## src/rtl/bwd_pkg.sv

```systemverilog
package bwd_pkg;
  typedef enum logic [1:0] {
    WK_READ   = 2'd0,
    WK_LANES  = 2'd1,
    WK_GLOBAL = 2'd2
  } wr_kind_e;
endpackage

```

## src/rtl/bwd_lane_gate.sv

```systemverilog
module bwd_lane_gate #(
  parameter int LANES = 4
) (
  input  logic             gate_n,
  input  logic [LANES-1:0] en_n,
  output logic [LANES-1:0] gated
);
  always_comb begin
    gated = gate_n ? '0 : ~en_n;
  end
endmodule

```

## src/rtl/bwd_priority.sv

```systemverilog
module bwd_priority #(
  parameter int LANES = 4
) (
  input  logic              glob_n,
  input  logic [LANES-1:0]  gated,
  output logic [LANES-1:0]  lanes,
  output bwd_pkg::wr_kind_e kind
);
  import bwd_pkg::*;
  always_comb begin
    if (!glob_n) begin
      lanes = '1;
      kind  = WK_GLOBAL;
    end else if (|gated) begin
      lanes = gated;
      kind  = WK_LANES;
    end else begin
      lanes = '0;
      kind  = WK_READ;
    end
  end
endmodule

```

## src/rtl/bwd_bit_expand.sv

```systemverilog
module bwd_bit_expand #(
  parameter int LANES     = 4,
  parameter int BYTE_BITS = 8
) (
  input  logic [LANES-1:0]                 lanes,
  output logic [LANES*(BYTE_BITS+1)-1:0]   mask
);
  localparam int PAR_BASE = LANES * BYTE_BITS;
  for (genvar k = 0; k < LANES; k++) begin : g_lane
    for (genvar j = 0; j < BYTE_BITS; j++) begin : g_bit
      assign mask[k*BYTE_BITS + j] = lanes[k];
    end
    assign mask[PAR_BASE + k] = lanes[k];
  end
endmodule

```

## src/rtl/byte_lane_strobe_gen.sv

```systemverilog
module byte_lane_strobe_gen #(
  parameter int LANES     = 4,
  parameter int BYTE_BITS = 8
) (
  input  logic                            clk,
  input  logic                            rst,
  input  logic                            glob_wr_n,
  input  logic                            lane_gate_n,
  input  logic [LANES-1:0]                lane_en_n,
  output logic [LANES-1:0]                lane_wr,
  output logic                            drv_off,
  output logic [LANES*(BYTE_BITS+1)-1:0]  bit_wr_mask
);
  import bwd_pkg::*;
  localparam int WORD_W = LANES * (BYTE_BITS + 1);

  logic [LANES-1:0]  gated;
  logic [LANES-1:0]  lanes_d;
  wr_kind_e          kind_d;
  logic [WORD_W-1:0] mask_d;

  bwd_lane_gate #(.LANES(LANES)) u_gate (
    .gate_n (lane_gate_n),
    .en_n   (lane_en_n),
    .gated  (gated)
  );

  bwd_priority #(.LANES(LANES)) u_prio (
    .glob_n (glob_wr_n),
    .gated  (gated),
    .lanes  (lanes_d),
    .kind   (kind_d)
  );

  bwd_bit_expand #(.LANES(LANES), .BYTE_BITS(BYTE_BITS)) u_expand (
    .lanes (lanes_d),
    .mask  (mask_d)
  );

  always_ff @(posedge clk) begin
    if (rst) begin
      lane_wr     <= '0;
      drv_off     <= 1'b0;
      bit_wr_mask <= '0;
    end else begin
      lane_wr     <= lanes_d;
      drv_off     <= (kind_d != WK_READ);
      bit_wr_mask <= mask_d;
    end
  end
endmodule

```

## config.mk

```make
export PLATFORM = sky130hd
export DESIGN_NAME = byte_lane_strobe_gen
export DESIGN_NICKNAME = d
export VERILOG_FILES = /design/src/rtl/bwd_pkg.sv /design/src/rtl/bwd_lane_gate.sv /design/src/rtl/bwd_priority.sv /design/src/rtl/bwd_bit_expand.sv /design/src/rtl/byte_lane_strobe_gen.sv
export SDC_FILE = /design/constraint.sdc
export NUM_CORES = 1
export LEC_CHECK = 0
export ABC_AREA = 1
export CAP_MARGIN = 20
export CORE_UTILIZATION = 24
export DETAILED_ROUTE_END_ITERATION = 16
export PLACE_DENSITY = 0.78
export SYNTH_ARGS = -nofsm -noshare
export SYNTH_HDL_FRONTEND = slang
export SYNTH_SLANG_ARGS = --single-unit
```

## constraint.sdc

```tcl
create_clock -name clk -period 0.8 [get_ports clk]
set_input_delay 0.16 -clock clk [delete_from_list [all_inputs] [get_ports clk]]
set_output_delay 0.16 -clock clk [all_outputs]
set_load 0.005 [all_outputs]
```

Word level (Yosys, flattened, before mapping). Cells that the tools add are included.

Bits in registers: 41. Latch bits: 0. Memory bits (writable): 0. Bits in read-only memories: 0. Bits of input ports: 8. Output and inout port bits: 41. Word-level logic and storage cells: 11. Memories kept: 0.

Add/sub/neg operators: 0. Multiply operators: 0. Div/mod/pow operators: 0. Magnitude comparators: 0. Equal/unequal tests: 0. Shift operators: 0. Muxes and demuxes: 5. Bitwise operators: 1. Reductions and logical operators: 2.

Operators with widths (number): two-way mux 4 bit (3); NOT 4 bit (1); OR reduction 4 bit (1); two-way mux 2 bit (1); nonzero test 2 bit (1); two-way mux 1 bit (1).

Logic depth before layout (Yosys ltp). Gate-level depths: netlist of run 1.

Word-level depth: 6. Mapped depth: 5. Depth with buffers taken out: 5.

Hierarchy. A second synthesis of run 1 with hierarchy kept.

Cells, all modules: 176. Area total of the unflattened synthesis: 1532.7 µm².

Modules (own cells, without submodules): byte_lane_strobe_gen (instances 1, cells an instance 128, area each 1206.2 µm², seq. area each 820.8 µm²); bwd_bit_expand (instances 1, cells an instance 36, area each 270.3 µm², seq. area each 0.0 µm²); bwd_priority (instances 1, cells an instance 8, area each 41.3 µm², seq. area each 0.0 µm²); bwd_lane_gate (instances 1, cells an instance 4, area each 15.0 µm², seq. area each 0.0 µm²).

Worst setup path before layout of run 1. No wires, ideal clock.

Path type: reg2out. From: reg lane_wr[1] (netlist name). To: out bit_wr_mask[10]. Arrival: 0.608 ns. Required time: 0.640 ns. Setup slack: 0.032 ns. Stages on the path, launching flop included: 2. Buffers on the path: 1. Cells stage by stage: dfxtp_1 -> buf_4.

RTL lines: end, declared (line byte_lane_strobe_gen.sv:12) `output logic [LANES*(BYTE_BITS+1)-1:0] bit_wr_mask`.

==> results of run 1 <==
area by class of cell:
class	instances	area, um^2	area share
timing repair buffer	54	430	0.623
sequential	5	115	0.167
multi-input combinational	12	65.1	0.0942
tap	25	31.3	0.0453
clock buffer	4	26.3	0.0380
inverter	6	22.5	0.0326
synthesized netlist by cell type:
master	count	area [um^2]
buf_4	36	270
nand2_1	7	26.3
nand3_1	1	5.00
inv_1	6	22.5
dfxtp_1	5	100
or2_1	1	6.26
a21oi_1	3	15.0
stage by stage:
stage / power (mW) / setup WS [ns] / util / setup TNS [ns]
finish: 0.913 / -0.191 / 0.400 / -5.12
global route: 0.979 / -0.224 / 0.400 / -6.51
CTS: 0.853 / -0.195 / 0.336 / -5.39
detailed placement: 0.655 / -0.393 / 0.402 / -16.05
global placement: 0.647 / -0.357 / 0.402 / -14.92
floorplan: 0.506 / 0.0319 / - / 0
cells by family after synthesis:
kind of cell,Yosys count,synth area share
buf+inv,42,0.657
simple gates,9,0.0843
flops,5,0.225
compound gates,3,0.0337
registers in the layout, indices dropped and copies added, names as in the netlist:
| name | count |
|---|---|
| lane_wr | 3 |
| bit_wr_mask | 1 |
| drv_off | 1 |
report_power, final:
| part | leakage [nW] | switching [mW] | internal, mW | total [mW] |
|---|---|---|---|---|
| logic | 0.346 | 0.121 | 0.212 | 0.333 |
| clock network | 0.0150 | 0.107 | 0.189 | 0.296 |
| registers | 0.0440 | 0.0189 | 0.266 | 0.284 |
| total | 0.405 | 0.246 | 0.667 | 0.913 |
layer usage:
layer | routed length [um] | global-route usage | vias to the layer above | part of all wire
met2 | 480 | 0.142 | 28 | 0.53
met3 | 116 | 0.0240 | 0 | 0.13
met5 | 0 | 0 | - | 0
met4 | 0 | 0.0727 | 0 | 0
met1 | 313 | 0.100 | 151 | 0.34
li1 | - | - | 183 | -
timing repair:
action | in CTS | in global routing
pin swaps | 1 | 3
gates resized for setup | 181 | 19
buffers inserted | 4 | 1
hold buffers | 0 | 0
endpoints found under the setup margin | 42 | 42
gates cloned | 0 | 0
path summary, 6_finish.rpt:
path              to  slack, ns  cells past startpoint
max   bit_wr_mask[8]      -0.19                      2
min       lane_wr[1]       0.20                      4
==> reports/metrics.cfg, run 1 <==
[cells_and_area]
layout-drive-gt1-share = 0.728
layout_common_cells = 26 x buf_2, 19 x buf_6, 5 x inv_1, 5 x clkdlybuf4s50_1
final_common_cell = buf_2
fillCellCount = 190
layout.cells.non_filler = 106
diodes = 0
design_area_um2 = 691
final_nets = 90
synthToLayoutAreaGrowth_pct = 55.1

[critical_path]
crit_chain = buf_6 > buf_6
worstPathRequired_ns = 0.64
crit_path_max_incr_delay_ns = 0.35
critPathArrivalTime_ns = 0.83
timing.critical_path.max_delay_family = flip-flops
start_kind = flip-flop
path_buf_inv = 2
endpoint_kind = output port
crit_top_cell = buf_6
slowest_stage = dfxtp_4
cp_max_fo = 6
critical_path_class = reg2out
critPathLaunch = lane_wr[1]

[cts]
cts_buffers = 3
cts_sinks = 5
cts_tree = done
clk_pin_slew_ns = 0.05
cts_htree_levels = 1
cts-root-buf = clkbuf_4
cts_max_path_buffers = 2

[floorplan]
die_area_um2 = 2030
start_util = 0.258
ios = 49
die_w_um = 45.1
core-area_um2 = 1730
dieHeight_um = 45.1
rows = 15

[logic_synthesis]
synth_cell_type_count = 7
synth_cells = 59
ys_seq_area_frac = 0.225
postSynthAreaPerCell_um2 = 7.55
syn_nets = 67
syn_area_um2 = 445
synth_seq_cells = 5
ys_warn_count = 0

[sta]
rsz0062_at_grt = yes
slew_headroom = 0.912
layout_min_cycle_time_ns = 0.991
setup_ws_ns = -0.191
finalHoldViolCount = 0
worstMarginPinSlew_ns = 0.132
final-setup-viol-count = 41
clock.fmax_mhz = 1010
period_share = 1.24
hold_ws_ns = 0.203
report.final.slew_viol_count = 0

[placement]
dp_cells = 97
io_buffers = 48
dpl-instance-area_um2 = 694
hpwl_um = 630
routabilityCongestion = 0.663

[detailed_routing]
firstDrtPassIters = 2
detail_route.wl_per_cell_um = 8.59
post_drt_via_cell_ratio = 3.42
ant_nets = 0
drtIter0Drc = 1
drt-total-wl_um = 911
drcViolationCount = 0
vias = 362

[grt]
grt-ovfl-total = 0
antenna_found_initial = 0
track_usage = 0.0898
first_global_vias = 281
grt_max_degree = 8
grt_pass1_wl_um = 1280

[min_path]
hp-class = in2reg
worstHoldStart = lane_en_n[1]

[outcome]
status = finished, violations left
violations = setup timing

[job]
cap_violations = 0

[power_and_ir_drop]
powerDensity_nw_per_um2 = 1320
leakage_nw = 0.405
max-vdd-ir-drop_mv = 0.528

No activity file was read; power rests on OpenSTA's default activity.
==> run 2, diff against run 1 <==
--- a/config.mk
+++ b/config.mk
@@ -5,11 +5,10 @@
 export SDC_FILE = /design/constraint.sdc
 export NUM_CORES = 1
 export LEC_CHECK = 0
-export ABC_AREA = 1
 export CAP_MARGIN = 20
 export CORE_UTILIZATION = 24
 export DETAILED_ROUTE_END_ITERATION = 16
-export PLACE_DENSITY = 0.78
+export PLACE_DENSITY = 0.79
 export SYNTH_ARGS = -nofsm -noshare
 export SYNTH_HDL_FRONTEND = slang
 export SYNTH_SLANG_ARGS = --single-unit
==> run 2 against run 1 <==
Net effect:
- the run still ends with setup timing left
- combinational power increased by 13%
- fmax about the same
- via count decreased by 2.5%
- global-route usage decreased by 0.83 points
- count of clock-buffer cells in the layout unchanged
==> reports/metrics.cfg, run 2 <==
[cells_and_area]
layout-drive-gt1-share = 0.743  ; +0.0148
largest_register_ffs = 3  ; unchanged
diodes = 0  ; unchanged
synthToLayoutAreaGrowth_pct = 72.1
layout_common_cells = 29 x buf_6, 16 x buf_2
fillCellCount = 157  ; -17%
final_nets = 83  ; -7.8%
regMostFlops = lane_wr
largest_registers = lane_wr x3, bit_wr_mask x1, drv_off x1
final_common_cell = buf_6

[placement]
io_buffers = 48  ; unchanged
dpl_worst_slack_ns = -0.398  ; -0.00494 ns
hpwl_um = 628  ; -0.33%
routabilityCongestion = 0.642  ; -3.1%

[critical_path]
crit_chain = buf_6 > buf_6
slowest_stage = dfxtp_4
crit_path_max_incr_delay_ns = 0.35  ; about the same
endpoint_kind = output port
crit_top_cell = buf_6
timing.critical_path.max_delay_family = flip-flops
start_kind = flip-flop
cp_max_fo = 6  ; unchanged
worstPathRequired_ns = 0.64  ; about the same
path_buf_inv = 2  ; unchanged
critical_path_class = reg2out
critPathArrivalTime_ns = 0.83  ; about the same

[sta]
hold_ws_ns = 0.281  ; +0.0782 ns
finalHoldViolCount = 0  ; unchanged
setup_ws_ns = -0.191  ; -0.000223 ns
report.final.slew_viol_count = 0  ; unchanged
final.setup.tns_ns = -5.75  ; -0.623 ns
worstMarginPinSlew_ns = 0.167  ; +0.0352 ns
slew_headroom = 0.888  ; -0.0232
rsz0062_at_grt = yes
final-setup-viol-count = 41  ; unchanged
period_share = 1.24  ; about the same
clock.fmax_mhz = 1010  ; about the same
layout_min_cycle_time_ns = 0.991  ; +0.000223 ns

[detailed_routing]
drtIter0Drc = 9  ; +8
ant_nets = 0  ; unchanged
post_drt_via_cell_ratio = 3.60  ; +5.5%
detail_route.wl_per_cell_um = 8.76  ; +1.9%
vias = 353  ; -2.5%
drt-total-wl_um = 858  ; -5.8%
drcViolationCount = 0  ; unchanged
firstDrtPassIters = 2  ; unchanged

[logic_synthesis]
synth.top_cell.area_share = 0.628  ; +0.0212
netlist_top_cells_count = 36 x buf_4, 5 x dfxtp_1, 4 x nor2_1, 4 x o21a_1
synth_area_leaders = buf_4 63%, dfxtp_1 23%, o21a_1 7.0%
synth_edf_count = 0  ; unchanged
yosysMostFrequentCell = buf_4
ys_warn_count = 0  ; unchanged
syn_area_um2 = 430  ; -3.4%
synth_flop_cell = dfxtp_1
syn_nets = 59  ; -12%
ys_seq_area_frac = 0.233  ; +0.00784
synth_seq_cells = 5  ; unchanged
synth_cell_type_count = 6  ; -1
synthArstFlopShare = 0  ; unchanged
postSynthAreaPerCell_um2 = 8.44  ; +12%
synth_cells = 51  ; -14%
yosys.area.top_type = buf_4

[grt]
track_usage = 0.0814  ; -0.00833
grt_pass1_wl_um = 1130  ; -12%
first_global_vias = 262  ; -6.8%
grt-ovfl-total = 0  ; unchanged
grt_max_degree = 9  ; +1
antenna_found_initial = 0  ; unchanged

[cts]
cts-root-buf = clkbuf_4
cts_htree_levels = 1  ; unchanged
cts_sinks = 5  ; unchanged
cts_buffers = 3  ; unchanged
cts_tree = done
cts_max_path_buffers = 2  ; unchanged
clk_pin_slew_ns = 0.04  ; about the same

[power_and_ir_drop]
p_total_mw = 0.953  ; +4.4%
power_frac_seq = 0.299  ; -0.012
internal-power_mw = 0.709  ; +6.4%
p_switching_mw = 0.244  ; -0.79%
powerDensity_nw_per_um2 = 1290  ; -2.6%
max-vdd-ir-drop_mv = 0.641  ; +22%
switching_share = 0.256  ; -0.0135
leakage_nw = 0.388  ; -4.2%
combPwrFrac = 0.395  ; +0.030
clock_power_share = 0.306  ; -0.018

[min_path]
hp-class = in2reg

[floorplan]
die_area_um2 = 1970  ; -3.2%
core-area_um2 = 1590  ; -7.7%
die_w_um = 44.4  ; -1.6%
start_util = 0.270  ; +0.0120
ios = 49  ; unchanged
dieHeight_um = 44.4  ; -1.6%
rows = 14  ; -1

[job]
cap_violations = 0  ; unchanged

[outcome]
violations = setup timing
status = finished, violations left

run 2: cell count changes after synthesis, sizes merged:
cell,delta
a21oi,-3
a311o,+1
inv,-6
nand2,-7
nand3,-1
nor2,+4
o21a,+4
o21ai,+1
or2,-1
run 2: worst min-delay path, stage by stage:
cell            delay, ns
dlymetal6s2s_1       0.15
o21a_1               0.14
nor2_1               0.03
run 2: cell families (layout without fill, tap and decap cells):
logic type / count (synthesis) / in the layout / share of synthesized area
AND/OR/NAND/NOR: 4 / 4 / 0.0349
buffers and inverters: 36 / 59 / 0.628
flip-flops: 5 / 5 / 0.233
AO/OA/AOI/OAI: 6 / 6 / 0.105
run 2: layout make-up:
class	count	area, um^2	area share
timing repair buffer	55	509	0.687
sequential	5	115	0.155
multi-input combinational	10	60.1	0.0811
tap	24	30.0	0.0405
clock buffer	4	26.3	0.0355
run 2: path summary, 6_finish.rpt:
kind | slack (ns) | from | to | cells past startpoint
worst max-delay path | -0.19 | bit_wr_mask[31] | bit_wr_mask[35] | 2
worst min-delay path | 0.28 | glob_wr_n | lane_wr[1] | 3
run 2: routing by layer:
metal,part of all wire,up-vias,global-route usage
li1,-,170,-
met1,0.38,149,0.0862
met2,0.50,32,0.129
met3,0.11,2,0.0245
met4,0.0082,0,0.0727
met5,0,-,0
run 2: what timing repair did:
item                       in CTS  in global routing
hold buffers                    0                  0
hold endpoints to repair        0                  0
pin swaps                       1                  0
setup buffers                   5                  1
setup endpoints to repair      42                 42
gates resized for setup       198                 12
run 2: stage by stage:
stage | area, um^2 | utilization | instances
after floorplan | 430 | - | 51
after global placement | 678 | 0.425 | 88
after detailed placement | 678 | 0.425 | 88
after CTS | 662 | 0.415 | 97
after global routing | 741 | 0.465 | 98
final | 741 | 0.465 | 98
run 2: power by group through the flow:
stage | clock network, mW | logic, mW | registers [mW]
2_1_floorplan | 0 | 0.197 | 0.303
3_3_place_gp | 0 | 0.345 | 0.300
3_5_place_dp | 0 | 0.350 | 0.304
4_1_cts | 0.297 | 0.330 | 0.286
5_1_grt | 0.334 | 0.401 | 0.288
6_report | 0.292 | 0.377 | 0.285
